===== config.mk =====
export PLATFORM = sky130hd
export DESIGN_NAME = page_write_poller
export DESIGN_NICKNAME = d
export VERILOG_FILES = /design/src/rtl/pwp_pkg.sv /design/src/rtl/pwp_bus_cycle.sv /design/src/rtl/pwp_limit_cnt.sv /design/src/rtl/pwp_poll_judge.sv /design/src/rtl/page_write_poller.sv
export SDC_FILE = /design/constraint.sdc
export NUM_CORES = 1
export LEC_CHECK = 0
export ABC_CLOCK_PERIOD_IN_PS = 2490
export CAP_MARGIN = 5
export CORE_ASPECT_RATIO = 0.5
export CORE_UTILIZATION = 45
export CTS_CLUSTER_SIZE = 28
export DETAILED_ROUTE_END_ITERATION = 12
export DONT_BUFFER_PORTS = 1
export GPL_TIMING_DRIVEN = 0
export PLACE_DENSITY = 0.6
export SLEW_MARGIN = 20
export SYNTH_ARGS = -nofsm -noshare
export SYNTH_HDL_FRONTEND = slang
export SYNTH_SLANG_ARGS = --single-unit

===== constraint.sdc =====
create_clock -name clk -period 2.49 [get_ports clk]
set_clock_uncertainty 0.05 [all_clocks]
set_input_delay 0.249 -clock clk [delete_from_list [all_inputs] [get_ports clk]]
set_output_delay 0.249 -clock clk [all_outputs]
set_load 0.02 [all_outputs]

===== src/rtl/pwp_pkg.sv =====
package pwp_pkg;
    typedef enum logic [2:0] {
        ST_IDLE,
        ST_UNLOCK,
        ST_LOAD,
        ST_WRITE,
        ST_POLL,
        ST_DONE,
        ST_TIMEOUT
    } pwp_state_e;

    typedef enum logic [1:0] {
        BC_IDLE,
        BC_ACT,
        BC_REC
    } bc_state_e;
endpackage


===== src/rtl/pwp_bus_cycle.sv =====
module pwp_bus_cycle
    import pwp_pkg::*;
#(
    parameter int ADDR_W     = 15,
    parameter int DATA_W     = 8,
    parameter int PULSE_CLKS = 4,
    parameter int GAP_CLKS   = 2
) (
    input  logic              clk,
    input  logic              rst_n,
    input  logic              go,
    input  logic              is_wr,
    input  logic [ADDR_W-1:0] addr_in,
    input  logic [DATA_W-1:0] data_in,
    input  logic [DATA_W-1:0] rdata_in,
    output logic              idle,
    output logic              fin,
    output logic [DATA_W-1:0] rd_q,
    output logic [ADDR_W-1:0] bus_addr,
    output logic [DATA_W-1:0] bus_wdata,
    output logic              ce_n,
    output logic              we_n,
    output logic              oe_n
);
    localparam int MAXC = (PULSE_CLKS > GAP_CLKS) ? PULSE_CLKS : GAP_CLKS;
    localparam int CW   = $clog2(MAXC + 1);
    localparam logic [CW-1:0] P_LAST = CW'(PULSE_CLKS - 1);
    localparam logic [CW-1:0] G_LAST = CW'(GAP_CLKS - 1);

    bc_state_e         st_q;
    logic [CW-1:0]     cnt_q;
    logic              wr_q;
    logic [ADDR_W-1:0] addr_q;
    logic [DATA_W-1:0] data_q;

    always_ff @(posedge clk) begin
        if (!rst_n) begin
            st_q   <= BC_IDLE;
            cnt_q  <= '0;
            wr_q   <= 1'b0;
            addr_q <= '0;
            data_q <= '0;
            rd_q   <= '0;
        end else begin
            unique case (st_q)
                BC_IDLE: begin
                    if (go) begin
                        st_q   <= BC_ACT;
                        cnt_q  <= P_LAST;
                        wr_q   <= is_wr;
                        addr_q <= addr_in;
                        data_q <= data_in;
                    end
                end
                BC_ACT: begin
                    if (cnt_q == '0) begin
                        st_q  <= BC_REC;
                        cnt_q <= G_LAST;
                        if (!wr_q) rd_q <= rdata_in;
                    end else begin
                        cnt_q <= cnt_q - 1'b1;
                    end
                end
                BC_REC: begin
                    if (cnt_q == '0) st_q <= BC_IDLE;
                    else             cnt_q <= cnt_q - 1'b1;
                end
                default: st_q <= BC_IDLE;
            endcase
        end
    end

    always_comb begin
        idle      = (st_q == BC_IDLE);
        fin       = (st_q == BC_REC) && (cnt_q == '0);
        ce_n      = (st_q != BC_ACT);
        we_n      = !((st_q == BC_ACT) && wr_q);
        oe_n      = !((st_q == BC_ACT) && !wr_q);
        bus_addr  = addr_q;
        bus_wdata = data_q;
    end
endmodule


===== src/rtl/pwp_limit_cnt.sv =====
module pwp_limit_cnt #(
    parameter int LIMIT = 1000
) (
    input  logic clk,
    input  logic rst_n,
    input  logic clr,
    input  logic en,
    output logic hit
);
    localparam int CW = $clog2(LIMIT + 1);
    localparam logic [CW-1:0] LIM = CW'(LIMIT);

    logic [CW-1:0] cnt_q;

    always_ff @(posedge clk) begin
        if (!rst_n || clr) cnt_q <= '0;
        else if (en && cnt_q != LIM) cnt_q <= cnt_q + 1'b1;
    end

    assign hit = (cnt_q == LIM);
endmodule


===== src/rtl/pwp_poll_judge.sv =====
module pwp_poll_judge (
    input  logic clk,
    input  logic rst_n,
    input  logic clear,
    input  logic sample,
    input  logic toggle_mode,
    input  logic ref_bit7,
    input  logic rd_bit7,
    input  logic rd_bit6,
    output logic complete
);
    logic have_prev_q;
    logic prev6_q;

    always_ff @(posedge clk) begin
        if (!rst_n || clear) begin
            have_prev_q <= 1'b0;
            prev6_q     <= 1'b0;
        end else if (sample) begin
            have_prev_q <= 1'b1;
            prev6_q     <= rd_bit6;
        end
    end

    assign complete = toggle_mode ? (have_prev_q && (rd_bit6 == prev6_q))
                                  : (rd_bit7 == ref_bit7);
endmodule


===== src/rtl/page_write_poller.sv =====
module page_write_poller
    import pwp_pkg::*;
#(
    parameter int          ADDR_W        = 15,
    parameter int          DATA_W        = 8,
    parameter int          PAGE_BYTES    = 64,
    parameter int          PULSE_CLKS    = 4,
    parameter int          GAP_CLKS      = 2,
    parameter int          LOAD_WIN_CLKS = 10000,
    parameter int          POLL_LIMIT    = 1200000,
    parameter logic [14:0] UNLK_ADDR0    = 15'h5555,
    parameter logic [14:0] UNLK_ADDR1    = 15'h2AAA,
    parameter logic [14:0] UNLK_ADDR2    = 15'h5555,
    parameter logic [7:0]  UNLK_DATA0    = 8'hAA,
    parameter logic [7:0]  UNLK_DATA1    = 8'h55,
    parameter logic [7:0]  UNLK_DATA2    = 8'hA0
) (
    input  logic              clk,
    input  logic              rst_n,
    input  logic              start,
    input  logic [ADDR_W-1:0] start_addr,
    input  logic [$clog2(PAGE_BYTES)-1:0] byte_cnt_m1,
    input  logic              unlock_en,
    input  logic              toggle_mode,
    input  logic              in_valid,
    input  logic [DATA_W-1:0] in_data,
    output logic              in_ready,
    output logic [ADDR_W-1:0] mem_addr,
    output logic [DATA_W-1:0] mem_wdata,
    input  logic [DATA_W-1:0] mem_rdata,
    output logic              mem_ce_n,
    output logic              mem_we_n,
    output logic              mem_oe_n,
    output logic              busy,
    output logic              done,
    output logic              short_load,
    output logic              timeout
);
    localparam int OFF_W = $clog2(PAGE_BYTES);

    pwp_state_e        state_q, state_d;
    logic [ADDR_W-1:0] base_q;
    logic [OFF_W-1:0]  cnt_m1_q;
    logic [OFF_W-1:0]  idx_q;
    logic [1:0]        ucnt_q;
    logic              toggle_q;
    logic              short_q;
    logic [ADDR_W-1:0] last_addr_q;
    logic [DATA_W-1:0] last_data_q;

    logic              bc_go, bc_wr, bc_idle, bc_fin;
    logic [ADDR_W-1:0] bc_addr;
    logic [DATA_W-1:0] bc_data, bc_rd;
    logic              win_hit, poll_hit, poll_ok;
    logic [ADDR_W-1:0] page_addr;
    logic [ADDR_W-1:0] unlk_addr;
    logic [DATA_W-1:0] unlk_data;

    logic              data_wr_phase;
    logic [ADDR_W-OFF_W-1:0] page_hi;
    logic              unused_rd_bits;

    assign page_addr     = {base_q[ADDR_W-1:OFF_W], base_q[OFF_W-1:0] + idx_q};
    assign data_wr_phase = (state_q == ST_WRITE);
    assign page_hi       = base_q[ADDR_W-1:OFF_W];
    assign unused_rd_bits = ^bc_rd[DATA_W-3:0];

    always_comb begin
        unique case (ucnt_q)
            2'd0:    begin unlk_addr = UNLK_ADDR0; unlk_data = UNLK_DATA0; end
            2'd1:    begin unlk_addr = UNLK_ADDR1; unlk_data = UNLK_DATA1; end
            default: begin unlk_addr = UNLK_ADDR2; unlk_data = UNLK_DATA2; end
        endcase
    end

    pwp_bus_cycle #(
        .ADDR_W(ADDR_W), .DATA_W(DATA_W),
        .PULSE_CLKS(PULSE_CLKS), .GAP_CLKS(GAP_CLKS)
    ) u_bus (
        .clk(clk), .rst_n(rst_n), .go(bc_go), .is_wr(bc_wr),
        .addr_in(bc_addr), .data_in(bc_data), .rdata_in(mem_rdata),
        .idle(bc_idle), .fin(bc_fin), .rd_q(bc_rd),
        .bus_addr(mem_addr), .bus_wdata(mem_wdata),
        .ce_n(mem_ce_n), .we_n(mem_we_n), .oe_n(mem_oe_n)
    );

    pwp_limit_cnt #(.LIMIT(LOAD_WIN_CLKS)) u_win (
        .clk(clk), .rst_n(rst_n),
        .clr(state_q != ST_LOAD),
        .en((state_q == ST_LOAD) && (idx_q != '0)),
        .hit(win_hit)
    );

    pwp_limit_cnt #(.LIMIT(POLL_LIMIT)) u_poll (
        .clk(clk), .rst_n(rst_n),
        .clr(state_q != ST_POLL),
        .en(state_q == ST_POLL),
        .hit(poll_hit)
    );

    pwp_poll_judge u_judge (
        .clk(clk), .rst_n(rst_n),
        .clear(state_q != ST_POLL),
        .sample((state_q == ST_POLL) && bc_fin),
        .toggle_mode(toggle_q),
        .ref_bit7(last_data_q[DATA_W-1]),
        .rd_bit7(bc_rd[DATA_W-1]),
        .rd_bit6(bc_rd[DATA_W-2]),
        .complete(poll_ok)
    );

    // state register
    always_ff @(posedge clk) begin
        if (!rst_n) state_q <= ST_IDLE;
        else        state_q <= state_d;
    end

    // next state
    always_comb begin
        state_d = state_q;
        unique case (state_q)
            ST_IDLE:    if (start) state_d = unlock_en ? ST_UNLOCK : ST_LOAD;
            ST_UNLOCK:  if (bc_fin && ucnt_q == 2'd2) state_d = ST_LOAD;
            ST_LOAD: begin
                if (win_hit)    state_d = ST_POLL;
                else if (bc_go) state_d = ST_WRITE;
            end
            ST_WRITE:   if (bc_fin) state_d = (idx_q == cnt_m1_q) ? ST_POLL : ST_LOAD;
            ST_POLL: begin
                if (bc_fin) begin
                    if (poll_ok)       state_d = ST_DONE;
                    else if (poll_hit) state_d = ST_TIMEOUT;
                end
            end
            ST_DONE:    state_d = ST_IDLE;
            ST_TIMEOUT: state_d = ST_IDLE;
            default:    state_d = ST_IDLE;
        endcase
    end

    // outputs and bus requests
    always_comb begin
        in_ready   = (state_q == ST_LOAD) && bc_idle && !win_hit;
        bc_go      = 1'b0;
        bc_wr      = 1'b1;
        bc_addr    = page_addr;
        bc_data    = in_data;
        unique case (state_q)
            ST_UNLOCK: begin
                bc_go   = bc_idle;
                bc_addr = unlk_addr;
                bc_data = unlk_data;
            end
            ST_LOAD:   bc_go = in_valid && in_ready;
            ST_POLL: begin
                bc_go   = bc_idle;
                bc_wr   = 1'b0;
                bc_addr = last_addr_q;
            end
            default: ;
        endcase
        busy       = (state_q != ST_IDLE);
        done       = (state_q == ST_DONE);
        timeout    = (state_q == ST_TIMEOUT);
        short_load = (state_q == ST_DONE) && short_q;
    end

    // captured operation context
    always_ff @(posedge clk) begin
        if (!rst_n) begin
            base_q      <= '0;
            cnt_m1_q    <= '0;
            idx_q       <= '0;
            ucnt_q      <= '0;
            toggle_q    <= 1'b0;
            short_q     <= 1'b0;
            last_addr_q <= '0;
            last_data_q <= '0;
        end else begin
            unique case (state_q)
                ST_IDLE: begin
                    if (start) begin
                        base_q   <= start_addr;
                        cnt_m1_q <= byte_cnt_m1;
                        toggle_q <= toggle_mode;
                        idx_q    <= '0;
                        ucnt_q   <= '0;
                        short_q  <= 1'b0;
                    end
                end
                ST_UNLOCK: if (bc_fin) ucnt_q <= ucnt_q + 2'd1;
                ST_LOAD: begin
                    if (win_hit) begin
                        short_q <= 1'b1;
                    end else if (bc_go) begin
                        last_addr_q <= page_addr;
                        last_data_q <= in_data;
                    end
                end
                ST_WRITE: if (bc_fin && idx_q != cnt_m1_q) idx_q <= idx_q + OFF_W'(1);
                default: ;
            endcase
        end
    end
endmodule


==> results_dict.tcl <==
set metrics [dict create \
    status "finished, final reports clean" \
    vias_per_cell 5.584 \
    hold_path.class "input port to flop" \
    synth_flop_cell "dfxtp_1" \
    holdPathEnd "u_bus.bus_wdata[2]$_SDFFE_PN0P_" \
    async_reset_ff_share_pct 0 \
    fp.dieH_um 82.97 \
    setup_tns_ns 0 \
    globalRouteOverflowTotal 0 \
    clock.fmax_ghz 0.4161 \
    place_ws_ns -0.1150 \
    worstMarginPinSlew_ns 0.8181 \
    crit_path_end_kind "primary output" \
    ys_top_cells_by_area "dfxtp_1 40%, nor2_1 6.9%, xnor2_1 5.5%, a21oi_1 5.2%, nand2_1 4.9%" \
    drv_cap 0 \
    met1_length_um 7488 \
    timing.final.ws_setup_ns 0.08663 \
    antenna_found_initial 0 \
    track_usage_pct 24.02 \
    critPathMaxFanout 10 \
    cp.arrival_ns 2.10 \
    io_buffers 0 \
    cts_max_level 4 \
    numCtsBuffers 17 \
    drtIter0Drc 338 \
    critical_path_required_ns 2.19 \
    timing.final.crit_share_pct 96.52 \
    synth_top_cells_by_count "118 x dfxtp_1, 108 x nor2_1, 77 x nand2_1" \
    yosys_register_bits 118 \
    r2r_start "u_win.cnt_q[4]$_SDFFE_PP0P_" \
    place_congestion 0.8602 \
    met3WireLength_um 880 \
    clockBufferDepth 2 \
    ys_types 63 \
    fin_util_pct 55.55 \
    first_pass_iters 4 \
    p_leak_nw 2.425 \
    rows 29 \
    yosysMostFrequentCell "dfxtp_1" \
    synth_edf_count 0 \
    dieArea_sq_um 13600 \
    synth_fp_nets 786 \
    nets 839 \
    slew_violations 0 \
    vias 5344 \
    slew_headroom_pct 45.04 \
    synth_top_area_cell "dfxtp_1" \
    hold_depth 2 \
    yosysSeqAreaShare_pct 40.03 \
    antenna_cells 0 \
    wire_per_inst_um 16.41 \
    critical_path_class "flop to primary output" \
    clock_latency_ns 0.42 \
    start_util_pct 46.33 \
    final.min_clock_period_ns 2.403 \
    r2r_end "u_bus.cnt_q[1]$_SDFFE_PN0P_" \
    synth.avg_cell_area_sq_um 8.184 \
    grt_max_degree 17 \
    root_buffer "clkbuf_16" \
    top_layer "met4" \
    dpl.hpwl_um 11240 \
    hold_viol 0 \
    syn-cell-area_sq_um 5901 \
    drc 0 \
    hold_start "in_data[2]" \
    grt_pass1_wl_um 25370 \
    worstSetupStartpointType "flop" \
    io_pins 74 \
    die_x_um 163.9 \
    ys_warn_count 0 \
    vdd_drop_max_uv 515.4 \
    cellPowerDensity_nw_per_um2 1001 \
    design_area_sq_um 7074 \
    totalWireLength_um 15700 \
    tritoncts "yes" \
    core_area_sq_um 12740 \
    path_clk_slew_ns 0.06 \
    placed_area_sq_um 6113 \
    netlist_instances 721 \
    r2r_slack_ns 0.12 \
    area_delta_synth_final_pct 19.89 \
    report.final.setup_viol 0 \
    netlist.area_leader.share_pct 40.03 \
    ant_nets 0 \
    drive_gt1_share_pct 8.259 \
    grt_pass1_vias 5001 \
    wl_met2_um 7075 \
    cts_sinks 118 \
    worstRegToRegCells 5 \
]
[timing repair]
action,CTS,global route
buffers inserted,0,6
hold buffers,28,0
pin swaps,0,4
endpoints found under the hold margin,28,0
cloned,0,0
setup endpoints to repair,22,45
resized for setup,4,9
[layout by cell type (no fill, tap or decap), types with 4 or more instances in the layout]
| cell type | n |
|---|---|
| nor4_1 | 13 |
| buf_2 | 4 |
| o2111ai_1 | 4 |
| clkinvlp_4 | 4 |
| inv_1 | 24 |
| mux2i_1 | 19 |
| nor3_1 | 18 |
| dlygate4sd3_1 | 28 |
| or3_1 | 5 |
| a311oi_1 | 4 |
| clkbuf_16 | 17 |
| nand2_1 | 77 |
| a31oi_1 | 7 |
| nor2b_1 | 6 |
| o221ai_1 | 10 |
| o21ai_0 | 27 |
| clkbuf_1 | 29 |
| ha_1 | 21 |
| xor2_1 | 5 |
| nand2b_1 | 6 |
| nand3_1 | 18 |
| xnor2_1 | 37 |
| and4_1 | 4 |
| buf_4 | 6 |
| a21oi_1 | 61 |
| dfxtp_1 | 118 |
| a211oi_1 | 21 |
| nor2_1 | 108 |
| and3_1 | 5 |
| nand4_1 | 9 |
[area by class of cell]
cell class,count,area (sq um)
Timing Repair Buffer,34,325.3
Clock inverter,13,147.6
Tap cell,170,212.7
Multi-Input combinational cell,537,3321
Fill cell,1232,5662
Buffer,39,161.4
Sequential cell,118,2362
Inverter,27,101.3
Clock buffer,19,442.9
[per-stage QoR]
stage | total power, mW | hold WS, ns | std cells
floorplan | 3.972 | 0.3350 | 721
global placement | 4.487 | 0.3386 | 891
detailed placement | 4.525 | 0.3416 | 891
CTS | 7.037 | 0.005070 | 951
global route | 7.461 | 0.01713 | 957
finish | 7.082 | 0.005744 | 957
[state kept, by name, indices dropped and copies added (netlist names)]
register / count
u_poll.cnt_q: 21
base_q: 15
last_addr_q: 15
u_bus.bus_addr: 15
u_win.cnt_q: 14
u_bus.bus_wdata: 8
cnt_m1_q: 6
idx_q: 6
state_q: 3
u_bus.cnt_q: 3
u_bus.rd_q: 2
u_bus.st_q: 2
ucnt_q: 2
last_data_q: 1
short_q: 1
toggle_q: 1
u_bus.wr_q: 1
u_judge.have_prev_q: 1
u_judge.prev6_q: 1
[worst max-delay path by stage]
stage	start	endpoint	slack, ns
global placement	u_win.cnt_q[0]$_SDFFE_PP0P_	u_bus.bus_addr[13]$_SDFFE_PN0P_	-0.10
global route	u_win.cnt_q[2]$_SDFFE_PP0P_	in_ready	-0.0003
floorplan	u_win.cnt_q[3]$_SDFFE_PP0P_	u_bus.cnt_q[1]$_SDFFE_PN0P_	0.29
finish	u_win.cnt_q[2]$_SDFFE_PP0P_	in_ready	0.09
CTS	u_win.cnt_q[4]$_SDFFE_PP0P_	in_ready	-0.06
detailed placement	state_q[1]$_SDFFE_PN0P_	u_bus.bus_addr[5]$_SDFFE_PN0P_	-0.12
[kinds of logic (layout without fill, tap and decap cells)]
family / count (synthesis) / in the layout / share of synthesized area (%)
AOI/OAI and AO/OA: 156 / 156 / 16.77
xor gates and xnor gates: 42 / 42 / 6.234
adders and majority gates: 22 / 22 / 4.792
buffers and inverters: 66 / 132 / 4.304
DFF: 118 / 118 / 40.03
muxes: 20 / 20 / 3.414
and+or+nand+nor: 297 / 297 / 24.45
[worst max-delay path, cell delays in order (launching register included)]
cell	delay, ns
dfxtp_1	0.36
or4b_4	0.57
nor4_4	0.37
clkbuf_4	0.30
nor3_4	0.09
[power by group]
part / switching [mW] / total, mW / internal [mW]
Sequential: 0.304 / 2.45 / 2.14
Clock: 0.940 / 2.45 / 1.51
Combinational: 1.42 / 2.19 / 0.769
[per-layer routing]
| layer | track usage [%] | vias up |
|---|---|---|
| li1 | - | 2664 |
| met1 | 31.66 | 2541 |
| met2 | 38.06 | 114 |
| met3 | 5.844 | 25 |
| met4 | 8.754 | 0 |
| met5 | 0 | - |
No activity file was read; power rests on OpenSTA's default activity.
